File: src/rtl/uart_fifo_pkg.sv
package uart_fifo_pkg;

    localparam int WORD_CNT_W     = 4;
    localparam int EXTRA_W        = 2;
    localparam int BYTES_PER_WORD = 4;
    localparam int CFG_W          = 2 * WORD_CNT_W;

    // field positions inside the command byte
    localparam int CMD_EN      = 0;
    localparam int CMD_CLR_RX  = 1;
    localparam int CMD_CLR_TX  = 2;
    localparam int CMD_TXX_LSB = 4;
    localparam int CMD_RXX_LSB = 6;

    // field positions inside the mode byte
    localparam int MODE_IDLE = 0;
    localparam int MODE_TXG  = 1;
    localparam int MODE_RXG  = 2;

    typedef enum logic [1:0] {
        SEL_WORDS = 2'd0,
        SEL_CMD   = 2'd1,
        SEL_MODE  = 2'd2,
        SEL_NONE  = 2'd3
    } cfg_sel_e;

    typedef struct packed {
        logic [WORD_CNT_W-1:0] tx_words;
        logic [WORD_CNT_W-1:0] rx_words;
        logic [EXTRA_W-1:0]    tx_extra;
        logic [EXTRA_W-1:0]    rx_extra;
        logic                  fifo_en;
        logic                  tx_gran;
        logic                  rx_gran;
        logic                  idle_sel;
        logic                  tx_ovf;
    } ctl_t;

endpackage

File: src/rtl/uart_byte_fifo.sv
module uart_byte_fifo #(
    parameter  int DEPTH = 64,
    parameter  int DW    = 8,
    localparam int AW    = $clog2(DEPTH),
    localparam int LW    = AW + 1
) (
    input  logic          clk,
    input  logic          rst_n,
    input  logic          fifo_en,
    input  logic          clear,
    input  logic          push,
    input  logic [DW-1:0] din,
    input  logic          pop,
    output logic [DW-1:0] dout,
    output logic [LW-1:0] level
);

    typedef struct packed {
        logic [AW-1:0] wr;
        logic [AW-1:0] rd;
        logic [LW-1:0] lvl;
    } ptr_t;

    ptr_t          st_q, st_d;
    logic [DW-1:0] mem [DEPTH];
    logic [LW-1:0] cap;
    logic          full, empty, do_push, do_pop;

    always_comb begin
        cap     = fifo_en ? LW'(DEPTH) : LW'(1);
        full    = (st_q.lvl >= cap);
        empty   = (st_q.lvl == '0);
        do_push = push && !full && !clear;
        do_pop  = pop && !empty && !clear;
        st_d    = st_q;
        if (clear) begin
            st_d = '0;
        end else begin
            if (do_push) st_d.wr = st_q.wr + AW'(1);
            if (do_pop)  st_d.rd = st_q.rd + AW'(1);
            st_d.lvl = st_q.lvl + LW'(do_push) - LW'(do_pop);
        end
    end

    always_ff @(posedge clk) begin
        if (!rst_n) st_q <= '0;
        else        st_q <= st_d;
    end

    always_ff @(posedge clk) begin
        if (do_push) mem[st_q.wr] <= din;
    end

    assign dout  = empty ? '0 : mem[st_q.rd];
    assign level = st_q.lvl;

    AST_FULL_PUSH_DROPPED: assert property (@(posedge clk) disable iff (!rst_n)
        push && full && !pop && !clear |=> $stable(st_q.lvl) && $stable(st_q.wr));
    AST_EMPTY_POP_HARMLESS: assert property (@(posedge clk) disable iff (!rst_n)
        pop && empty && !push && !clear |=> $stable(st_q.lvl) && $stable(st_q.rd));
    AST_CLEAR_EMPTIES: assert property (@(posedge clk) disable iff (!rst_n)
        clear |=> (level == '0));
    AST_LEVEL_BOUND: assert property (@(posedge clk) disable iff (!rst_n)
        level <= LW'(DEPTH));

endmodule

File: src/rtl/uart_burst_decode.sv
module uart_burst_decode
    import uart_fifo_pkg::*;
#(
    parameter int LW = 7
) (
    input  logic [WORD_CNT_W-1:0] words,
    input  logic [EXTRA_W-1:0]    extra,
    input  logic                  gran,
    input  logic                  fifo_en,
    output logic [LW-1:0]         burst
);

    logic [LW-1:0] raw;

    always_comb begin
        raw = LW'(words) * LW'(BYTES_PER_WORD) + (gran ? LW'(extra) : '0);
        if (!fifo_en || raw == '0) burst = LW'(1);
        else                       burst = raw;
    end

endmodule

File: src/rtl/uart_rx_timeout.sv
module uart_rx_timeout #(
    parameter  int CHARS = 4,
    localparam int CW    = $clog2(CHARS + 1)
) (
    input  logic clk,
    input  logic rst_n,
    input  logic arm,
    input  logic restart,
    input  logic tick,
    output logic fire
);

    logic [CW-1:0] cnt_q, cnt_d;

    always_comb begin
        cnt_d = cnt_q;
        if (!arm || restart)                    cnt_d = '0;
        else if (tick && cnt_q < CW'(CHARS))    cnt_d = cnt_q + CW'(1);
    end

    always_ff @(posedge clk) begin
        if (!rst_n) cnt_q <= '0;
        else        cnt_q <= cnt_d;
    end

    assign fire = arm && (cnt_q == CW'(CHARS));

    AST_TIMEOUT_AFTER_TICK: assert property (@(posedge clk) disable iff (!rst_n)
        $rose(fire) |-> $past(tick));
    AST_RESTART_QUIETS: assert property (@(posedge clk) disable iff (!rst_n)
        restart |=> !fire);

endmodule

File: src/rtl/uart_fifo_irq.sv
module uart_fifo_irq
    import uart_fifo_pkg::*;
#(
    parameter  int DEPTH    = 64,
    parameter  int DW       = 8,
    parameter  int TO_CHARS = 4,
    localparam int LW       = $clog2(DEPTH) + 1
) (
    input  logic             clk,
    input  logic             rst_n,
    input  logic             cfg_wr,
    input  logic [1:0]       cfg_sel,
    input  logic [CFG_W-1:0] cfg_data,
    input  logic             tx_irq_en,
    input  logic             rx_irq_en,
    input  logic             tx_push,
    input  logic [DW-1:0]    tx_data,
    input  logic             rx_pop,
    output logic [DW-1:0]    rx_data,
    input  logic             ser_tx_pop,
    output logic [DW-1:0]    ser_tx_data,
    input  logic             ser_rx_push,
    input  logic [DW-1:0]    ser_rx_data,
    input  logic             ser_busy,
    input  logic             char_tick,
    output logic             tx_ready_irq,
    output logic             rx_burst_irq,
    output logic             rx_timeout_irq,
    output logic             tx_idle,
    output logic [LW-1:0]    tx_level,
    output logic [LW-1:0]    rx_level,
    output logic             tx_overflow
);

    ctl_t          ctl_q, ctl_d;
    logic          wr_cmd, clr_tx, clr_rx, tx_drop;
    logic [LW-1:0] cap, tx_burst, rx_burst;
    logic          tx_room, rx_arm, rx_restart, to_fire;

    assign wr_cmd = cfg_wr && (cfg_sel_e'(cfg_sel) == SEL_CMD);
    assign clr_tx = wr_cmd && cfg_data[CMD_CLR_TX];
    assign clr_rx = wr_cmd && cfg_data[CMD_CLR_RX];
    assign cap    = ctl_q.fifo_en ? LW'(DEPTH) : LW'(1);
    assign tx_drop = tx_push && (tx_level >= cap) && !clr_tx;

    always_comb begin
        ctl_d = ctl_q;
        if (cfg_wr) begin
            case (cfg_sel_e'(cfg_sel))
                SEL_WORDS: begin
                    ctl_d.tx_words = cfg_data[WORD_CNT_W-1:0];
                    ctl_d.rx_words = cfg_data[CFG_W-1:WORD_CNT_W];
                end
                SEL_CMD: begin
                    ctl_d.fifo_en  = cfg_data[CMD_EN];
                    ctl_d.tx_extra = cfg_data[CMD_TXX_LSB +: EXTRA_W];
                    ctl_d.rx_extra = cfg_data[CMD_RXX_LSB +: EXTRA_W];
                end
                SEL_MODE: begin
                    ctl_d.idle_sel = cfg_data[MODE_IDLE];
                    ctl_d.tx_gran  = cfg_data[MODE_TXG];
                    ctl_d.rx_gran  = cfg_data[MODE_RXG];
                end
                default: ;
            endcase
        end
        if (clr_tx)       ctl_d.tx_ovf = 1'b0;
        else if (tx_drop) ctl_d.tx_ovf = 1'b1;
    end

    always_ff @(posedge clk) begin
        if (!rst_n) ctl_q <= '0;
        else        ctl_q <= ctl_d;
    end

    uart_byte_fifo #(.DEPTH(DEPTH), .DW(DW)) u_tx_fifo (
        .clk(clk), .rst_n(rst_n), .fifo_en(ctl_q.fifo_en), .clear(clr_tx),
        .push(tx_push), .din(tx_data), .pop(ser_tx_pop),
        .dout(ser_tx_data), .level(tx_level)
    );

    uart_byte_fifo #(.DEPTH(DEPTH), .DW(DW)) u_rx_fifo (
        .clk(clk), .rst_n(rst_n), .fifo_en(ctl_q.fifo_en), .clear(clr_rx),
        .push(ser_rx_push), .din(ser_rx_data), .pop(rx_pop),
        .dout(rx_data), .level(rx_level)
    );

    uart_burst_decode #(.LW(LW)) u_tx_burst (
        .words(ctl_q.tx_words), .extra(ctl_q.tx_extra), .gran(ctl_q.tx_gran),
        .fifo_en(ctl_q.fifo_en), .burst(tx_burst)
    );

    uart_burst_decode #(.LW(LW)) u_rx_burst (
        .words(ctl_q.rx_words), .extra(ctl_q.rx_extra), .gran(ctl_q.rx_gran),
        .fifo_en(ctl_q.fifo_en), .burst(rx_burst)
    );

    assign rx_arm     = (rx_level != '0) && (rx_level < rx_burst);
    assign rx_restart = ser_rx_push || rx_pop;

    uart_rx_timeout #(.CHARS(TO_CHARS)) u_timeout (
        .clk(clk), .rst_n(rst_n), .arm(rx_arm), .restart(rx_restart),
        .tick(char_tick), .fire(to_fire)
    );

    assign tx_room        = (tx_level + tx_burst) <= cap;
    assign tx_idle        = (tx_level == '0) && !ser_busy;
    assign tx_ready_irq   = tx_irq_en && (ctl_q.idle_sel ? tx_idle : tx_room);
    assign rx_burst_irq   = rx_irq_en && (rx_level >= rx_burst);
    assign rx_timeout_irq = rx_irq_en && to_fire;
    assign tx_overflow    = ctl_q.tx_ovf;

    AST_TX_READY_DROPS: assert property (@(posedge clk) disable iff (!rst_n)
        !ctl_q.idle_sel && tx_push && !ser_tx_pop && !cfg_wr
        && (tx_level + tx_burst == cap) |=> !tx_ready_irq);
    AST_IDLE_NEEDS_EMPTY: assert property (@(posedge clk) disable iff (!rst_n)
        ctl_q.idle_sel && tx_push && !cfg_wr |=> !tx_ready_irq);
    AST_OVF_STICKY: assert property (@(posedge clk) disable iff (!rst_n)
        tx_overflow && !clr_tx |=> tx_overflow);
    AST_RX_BURST_REACHED: assert property (@(posedge clk) disable iff (!rst_n)
        ser_rx_push && !rx_pop && !cfg_wr && (rx_level + LW'(1) == rx_burst)
        |=> (rx_burst_irq || !rx_irq_en));

endmodule

File: config.mk
export PLATFORM = sky130hd
export DESIGN_NAME = uart_fifo_irq
export DESIGN_NICKNAME = d
export VERILOG_FILES = /design/src/rtl/uart_fifo_pkg.sv /design/src/rtl/uart_byte_fifo.sv /design/src/rtl/uart_burst_decode.sv /design/src/rtl/uart_rx_timeout.sv /design/src/rtl/uart_fifo_irq.sv
export SDC_FILE = /design/constraint.sdc
export NUM_CORES = 1
export LEC_CHECK = 0
export BUFFER_PORTS_ARGS = -buffer_cell sky130_fd_sc_hd__buf_4
export CORE_ASPECT_RATIO = 0.9
export CORE_UTILIZATION = 25
export CTS_CLUSTER_DIAMETER = 50
export DETAILED_ROUTE_END_ITERATION = 12
export PLACE_DENSITY = 0.49
export SYNTH_ARGS = -nofsm -noshare
export SYNTH_HDL_FRONTEND = slang
export SYNTH_SLANG_ARGS = --single-unit
File: constraint.sdc
create_clock -name clk -period 5.5 [get_ports clk]
set_input_delay 0 -clock clk [delete_from_list [all_inputs] [get_ports clk]]
set_output_delay 0 -clock clk [all_outputs]
set_load 0.02 [all_outputs]
# Word level (Yosys, flattened, before mapping)
# Memory sizes are Yosys's and may differ from the RTL's. A register that Yosys moved wholly into a read port is not among the register bits.
# Cells that the tools add are included.
[totals]
reg_bits = 58
elab_cells = 101
latch_bits = 0
rom_bits = 0
ram_bits = 1024
output_inout_bits = 35
memories = 2
inputBits = 37
[memory_table]
columns = ["memory", "words", "width", "read_ports", "rd_ports_with_merged_regs", "wr", "line_no", "rtl"]
rows = [
  ["u_rx_fifo.mem", 64, 8, 1, 1, 1, "uart_byte_fifo.sv:25", "logic [DW-1:0] mem [DEPTH];"],
  ["u_tx_fifo.mem", 64, 8, 1, 1, 1, "uart_byte_fifo.sv:25", ""],
]
[op_classes]
reduce_logical = 45
mux = 16
n_eq_ne = 3
magnitude_cmp = 6
n_div = 0
shifts = 0
multipliers = 0
n_addsub = 12
bitwise_logic = 1
[ops]
columns = ["cell", "count"]
rows = [
  ["logical NOT 7 bit", 4],
  ["adder 6 x 1 -> 6 bit, second input constant", 4],
  ["two-way mux 6 bit", 4],
  [">= comparator 7 bit", 3],
  ["two-way mux 7 bit", 3],
  ["logical AND 1 bit", 20],
  ["two-way mux 8 bit", 2],
  ["adder 6 x 7 -> 7 bit", 2],
  ["adder 7 x 1 -> 7 bit", 2],
  ["subtractor 7 x 1 -> 7 bit", 2],
  ["logical NOT 1 bit", 9],
  ["adder 7 bit", 1],
  ["<= comparator 7 bit", 1],
  ["less-than comparator 7 bit", 1],
  ["nonzero test 7 bit", 1],
  ["AND reduction 2 bit", 3],
  ["OR reduction 2 bit", 3],
  ["two-way mux 1 bit", 5],
  ["logical OR 1 bit", 4],
  ["two-way mux 2 bit", 2],
  ["adder 3 x 1 -> 3 bit, second input constant", 1],
  ["== test 3 bit, second input constant", 1],
  ["less-than comparator 3 bit, second input constant", 1],
  ["== test 2 x 1 -> 1 bit, second input constant", 1],
  ["other kinds (3)", 3],
]

# Logic depth before layout (Yosys ltp)
[depth]
ltp_word = 10
mapped_depth = 17
depth_no_buf = 16

# By module
# From an unflattened synthesis, not the netlist that was laid out.
[unflattened]
cells_unflattened = 2307
hier_area_um2 = 44244.9
[modules_own_cells]
columns = ["module", "instances", "area_each_um2", "seq_area_each_um2", "cells_each"]
rows = [
  ["uart_byte_fifo at u_rx_fifo", 1, 21361.7, 15875.2, 1060],
  ["uart_byte_fifo at u_tx_fifo", 1, 21295.4, 15875.2, 1064],
  ["uart_fifo_irq", 1, 1287.5, 340.3, 147],
  ["uart_rx_timeout", 1, 155.1, 60.1, 16],
  ["uart_burst_decode", 2, 72.6, 0.0, 10],
]

# Least setup slack after synthesis
# No wires, ideal clock.
[synth_path]
kind = "reg-to-reg"
start = "reg u_rx_fifo.st_q, in the netlist u_rx_fifo.level[4]"
end = "reg u_rx_fifo.st_q, in the netlist u_rx_fifo.level[6]"
required_ns = 5.376
slack_ns = 2.497
synth_period_minus_slack_ns = 3.003
setup_ns = 0.124
path_buffers = 1
path_stages_with_launch = 18
arrival_ns = 2.879
cell_sequence = "dfxtp_1 inv_1 ha_1 nand3b_1 or3_1 and3_1 clkbuf_1 ha_1 inv_1 ha_1 inv_1 fa_1 o21bai_1 a21oi_1 o21bai_1 a21oi_1 xnor2_1 nor2_1"
[synth_between]
elab_cells_between_ends = 10
classes_between = "add/sub (2); order compare (1); reduce/logical (7)"
[synth_rtl]
columns = ["element", "line_no", "rtl"]
rows = [
  ["from (decl)", "uart_byte_fifo.sv:24", "ptr_t st_q, st_d;"],
  ["from (signal assigned)", "uart_byte_fifo.sv:47", "else st_q <= st_d;"],
  ["logical NOT 7 bit", "uart_byte_fifo.sv:32", "empty = (st_q.lvl == '0);"],
  ["logical NOT 1 bit", "uart_byte_fifo.sv:34", "do_pop = pop && !empty && !clear;"],
  ["logical AND 1 bit (2 in a row)", "uart_byte_fifo.sv:34", ""],
  ["via u_rx_fifo.do_pop", "uart_byte_fifo.sv:27", "logic full, empty, do_push, do_pop;"],
  ["subtractor 7 x 1 -> 7 bit", "uart_byte_fifo.sv:41", "st_d.lvl = st_q.lvl + LW'(do_push) - LW'(do_pop);"],
]
# The timed path passes the listed nets, and every way through them passes these cells.
# A chain may end at the register's enable or synchronous reset.

# Final worst setup path
[layout_path]
start = "reg ctl_q[4] (netlist name)"
end = "out tx_ready_irq"
[layout_between]
elab_chain_cells = 7
elab_cells_between_ends = 8
classes_between = "add/sub (1); order compare (1); mux (3); reduce/logical (3)"
[layout_rtl]
columns = ["element", "line_no", "rtl"]
rows = [
  ["from (decl)", "uart_fifo_irq.sv:35", "ctl_t ctl_q, ctl_d;"],
  ["from (signal assigned)", "uart_fifo_irq.sv:73", "else ctl_q <= ctl_d;"],
  ["logical NOT 1 bit", "uart_burst_decode.sv:17", "if (!fifo_en || raw == '0) burst = LW'(1);"],
  ["logical OR 1 bit", "uart_burst_decode.sv:17", ""],
  ["two-way mux 7 bit", "uart_burst_decode.sv:17", ""],
  ["adder 7 bit", "uart_fifo_irq.sv:106", "assign tx_room = (tx_level + tx_burst) <= cap;"],
  ["<= comparator 7 bit *", "uart_fifo_irq.sv:106", ""],
  ["two-way mux 1 bit *", "uart_fifo_irq.sv:108", "assign tx_ready_irq = tx_irq_en && (ctl_q.idle_sel ? tx_idle : tx_room);"],
  ["logical AND 1 bit *", "uart_fifo_irq.sv:108", ""],
  ["to (decl)", "uart_fifo_irq.sv:26", "output logic tx_ready_irq,"],
]
# Every way passes the cells marked *; elsewhere a longest branch is shown, timed or not.

==> run_results.csv <==
group,metric,value,unit
synthesis,synth-main-ff-cell,"sky130_fd_sc_hd__edfxtp_1",
worst_setup_path,r2r_cells,8,
min_path,min_delay_worst_endpoint,"ctl_q[15]",
worst_setup_path,required,5.50,ns
timing,endpoints_failing_setup,0,
clock_network,postCtsSetupRepairBufs,0,
timing,timing.slew.headroom,23.46,%
grt,grt_start_max_net_pins,65,
timing,worst_slew_pin_slew,1.146,ns
grt,grt_remaining_overflow,0,
clock_network,cts-root-buf,"sky130_fd_sc_hd__clkbuf_16",
min_path,hold_crit_path_type,"in2reg",
floorplan,number_of_top_level_pins,72,
routing,route.detailed.vias_per_inst,4.553,
floorplan,floorplan.die.width,442.1,µm
timing,fmaxAchievable,233.1,MHz
outcome,run_status,"finished clean",
clock_network,cts_sinks,1094,
placed_design,place_inst,4488,
worst_setup_path,worst-path-max-fanout,13,
grt,grt_pass1_vias,22219,
synthesis,synth.ff_latch_count,1094,
pwr,power_leakage,15.60,nW
timing,report.final.hold_viol_count,0,
synthesis,syn_avg_cell_area,19.45,µm²
synthesis,synthesis.area,43590,µm²
synthesis,syn_inst,2241,
routing,wl_per_cell,23.60,µm
timing,hold-worst-slack,0.1230,ns
clock_network,clkLatencyLatePin,0.77,ns
timing,timing.final.max_slew_violations,0,
placed_design,dp.final_hpwl,68880,µm
clock_network,tritoncts,"yes",
grt,wire_length_of_the_first_global_routing_pass,164100,µm
worst_setup_path,critical-path-slowest-cell,"sky130_fd_sc_hd__dfxtp_1",
finish,design.final.nets,2472,
worst_setup_path,worstSetupPathType,"reg2out",
synthesis,ys_async_sr_fraction,0,%
worst_setup_path,reg2reg_setup_slack,1.25,ns
grt,grt_usage,12.65,%
run,drv.max_cap_violation_count,0,
finish,post_layout_nonfiller_instances,4767,
worst_setup_path,r2r-start,"ctl_q[4]",
synthesis,number_of_enable_flip_flop_cells_after_synthesis,1024,
routing,remaining_drc_errors,0,
pwr,powerDensity,415.9,nW/µm²
synthesis,ys_seq_area_share,73.76,%
synthesis,yosysUniqueCellTypes,62,
floorplan,rows,145,
floorplan,floorplan.initialDensity,25.13,%
synthesis,count_of_warnings_emitted_by_yosys,0,
worst_setup_path,endpoint_kind,"output port",
synthesis,netlist.area_leader.share,70.54,%
floorplan,die_area,176000,µm²
finish,final_layout_size_suffix_gt1_share,22.87,%
timing,clock_skew,0.06551,ns
synthesis,net_count_after_synthesis,2329,
placed_design,port_buffers,71,
routing,dr.pass1.iters,6,
clock_network,holdBufCountCts,53,
worst_setup_path,crit_chain,"inv_1 -> a221o_1 -> ha_1 -> inv_1 -> fa_1 -> nor2b_1 -> o21a_1 -> o21ai_0 -> nand2b_1 -> a21oi_1 -> xnor2_1 -> ha_1 -> nand2_1 -> a2111oi_0 -> a22o_1 -> buf_4",
worst_setup_path,r2r_end,"u_tx_fifo.mem[28][0]",
routing,drt.antenna.violating_nets,0,
min_path,holdPathStages,4,
pwr,irDropWorstVdd,291.0,µV
worst_setup_path,worst_path_arrival,4.29,ns
synthesis,synth_top_cell_by_area,"sky130_fd_sc_hd__edfxtp_1",
clock_network,clk_pin_slew_worst_setup_hold_paths,0.05,ns
finish,postLayoutCellArea,51270,µm²
worst_setup_path,cp_slowest_stage_delay,0.53,ns
routing,detail_route.wirelength,112500,µm
min_path,timing.hold.worst.start,"cfg_data[2]",
floorplan,die-height,398.1,µm
finish,synthToLayoutAreaGrowth,17.62,%
timing,grt_setup_unrepaired,"false",
clock_network,total_cts_buffers,119,
placed_design,post_dp_cell_area,46580,µm²
floorplan,placeableCoreArea,173400,µm²
clock_network,clockBufferDepth,3,
synthesis,synth.top_cells.by_area,"sky130_fd_sc_hd__edfxtp_1, sky130_fd_sc_hd__mux4_2, sky130_fd_sc_hd__dfxtp_1, sky130_fd_sc_hd__nor2_1, sky130_fd_sc_hd__mux2i_1",
routing,detailroute.via_count,21706,
finish,finish.utilization,29.56,%
timing,fin_crit,4.290,ns
clock_network,cts-htree-levels,3,
placed_design,gp_routability_congestion,0.8002,
timing,portion_of_the_clock_cycle_consumed_by_the_worst_path_in_the_final_layout,78.01,%
worst_setup_path,startpoint_type,"flop",
routing,initialDrtViolationCount,2135,
clock_network,cts_resized,0,
grt,antenna_found_initial,1,
timing,setup-tns-final,0,ns
## cells by family (layout without fill, tap and decap cells)
family                   Yosys count  after routing  share of synthesized area [%]
flip-flops                      1094           1094                          73.76
AND/OR/NAND/NOR                  391            391                          4.260
multiplexers                     324            324                          14.90
AO/OA/AOI/OAI                    178            178                          2.928
buffers and inverters            166            413                          1.897
adder cells (fa/ha/maj)           51             51                          1.516
XOR/XNOR                          37             37                         0.7434
other                              0              1                              0
## cells in the final DEF (no fill, tap or decap), drive strengths merged, types with 49 or more instances in the layout
master	count
inv	49
edfxtp	1024
nand2	54
clkbuf	142
dfxtp	70
dlygate4sd3	53
mux4	258
nor2	199
mux2i	63
buf	98
## sequential cells by signal, summed over array words and instances, names as in the netlist, named ones only
signal	count
u_tx_fifo.st_q	12
u_tx_fifo.mem	512
ctl_q	16
u_rx_fifo.level	7
u_rx_fifo.st_q	12
tx_overflow	1
u_timeout.cnt_q	3
u_tx_fifo.level	7
u_rx_fifo.mem	512
## Yosys cell counts (all sizes together), types with 4 or more instances
| master | count |
|---|---|
| edfxtp | 1024 |
| mux4 | 258 |
| nor2 | 199 |
| buf | 92 |
| dfxtp | 70 |
| mux2i | 63 |
| nand2 | 54 |
| ha | 48 |
| clkbuf | 37 |
| inv | 36 |
| a21oi | 29 |
| nor2b | 29 |
| nand3 | 20 |
| xor2 | 20 |
| o22ai | 19 |
| o21ai | 18 |
| xnor2 | 17 |
| a211oi | 15 |
| a221oi | 15 |
| a22oi | 14 |
| nand3b | 14 |
| nor3 | 14 |
| a22o | 13 |
| o221ai | 11 |
| nand2b | 10 |
| and2 | 9 |
| o21bai | 9 |
| nand4 | 7 |
| nand4b | 7 |
| or3 | 7 |
| and3 | 6 |
| or2 | 6 |
| a2111oi | 5 |
| a21o | 5 |
| o2111ai | 4 |
| o31ai | 4 |
| or3b | 4 |
## worst max-delay path by stage
stage                        from                    to  slack, ns  depth (start not counted)
2_1_floorplan  u_rx_fifo.level[4]    u_rx_fifo.level[6]       2.50                         17
3_3_place_gp             ctl_q[4]  u_tx_fifo.mem[12][3]       1.34                          8
3_5_place_dp             ctl_q[4]  u_tx_fifo.mem[28][0]       1.28                          8
4_1_cts                  ctl_q[4]          tx_ready_irq       1.14                         16
5_1_grt                  ctl_q[4]          tx_ready_irq       0.67                         16
6_report                 ctl_q[4]          tx_ready_irq       1.21                         16
## worst max-delay path, delay by kind of cell, from the launching register on
| kind | cells | cell delay [ns] |
|---|---|---|
| adders and majority gates | 3 | 0.73 |
| and+or+nand+nor | 3 | 0.18 |
| AOI/OAI and AO/OA | 6 | 1.49 |
| buffers and inverters | 3 | 0.53 |
| DFF | 1 | 0.53 |
| xor gates and xnor gates | 1 | 0.10 |
## through the flow
step           power [mW]  setup slack, ns
5_1_grt             22.11           0.6712
4_1_cts             21.58            1.137
3_5_place_dp        13.20            1.280
2_1_floorplan       11.90            2.497
3_3_place_gp        13.22            1.335
6_report            21.32            1.210
## per-layer routing
| metal | vias to the layer above | GRT usage (%) | routed length, µm |
|---|---|---|---|
| li1 | 9402 | - | - |
| met1 | 11467 | 18.80 | 53430 |
| met4 | 0 | 3.341 | 2501 |
| met5 | - | 0 | 0 |
| met2 | 689 | 18.43 | 49430 |
| met3 | 148 | 2.827 | 7163 |
## power breakdown
part           internal (mW)  switching (mW)
combinational           1.52            1.95
sequential              9.23           0.290
clock                   4.83            3.52
total                   15.6            5.75
## layout make-up
| cell class | count | area, µm² |
|---|---|---|
| well taps | 2278 | 2850 |
| diodes | 1 | 2.502 |
| multi-input cells | 981 | 10610 |
| fillers | 16974 | 122200 |
| inverters | 37 | 138.9 |
| clock inverters | 83 | 1028 |
| flip-flops and latches | 1094 | 32170 |
| repair buffers | 151 | 1341 |
| clock buffers | 142 | 3124 |
No activity file was read; power rests on OpenSTA's default activity.
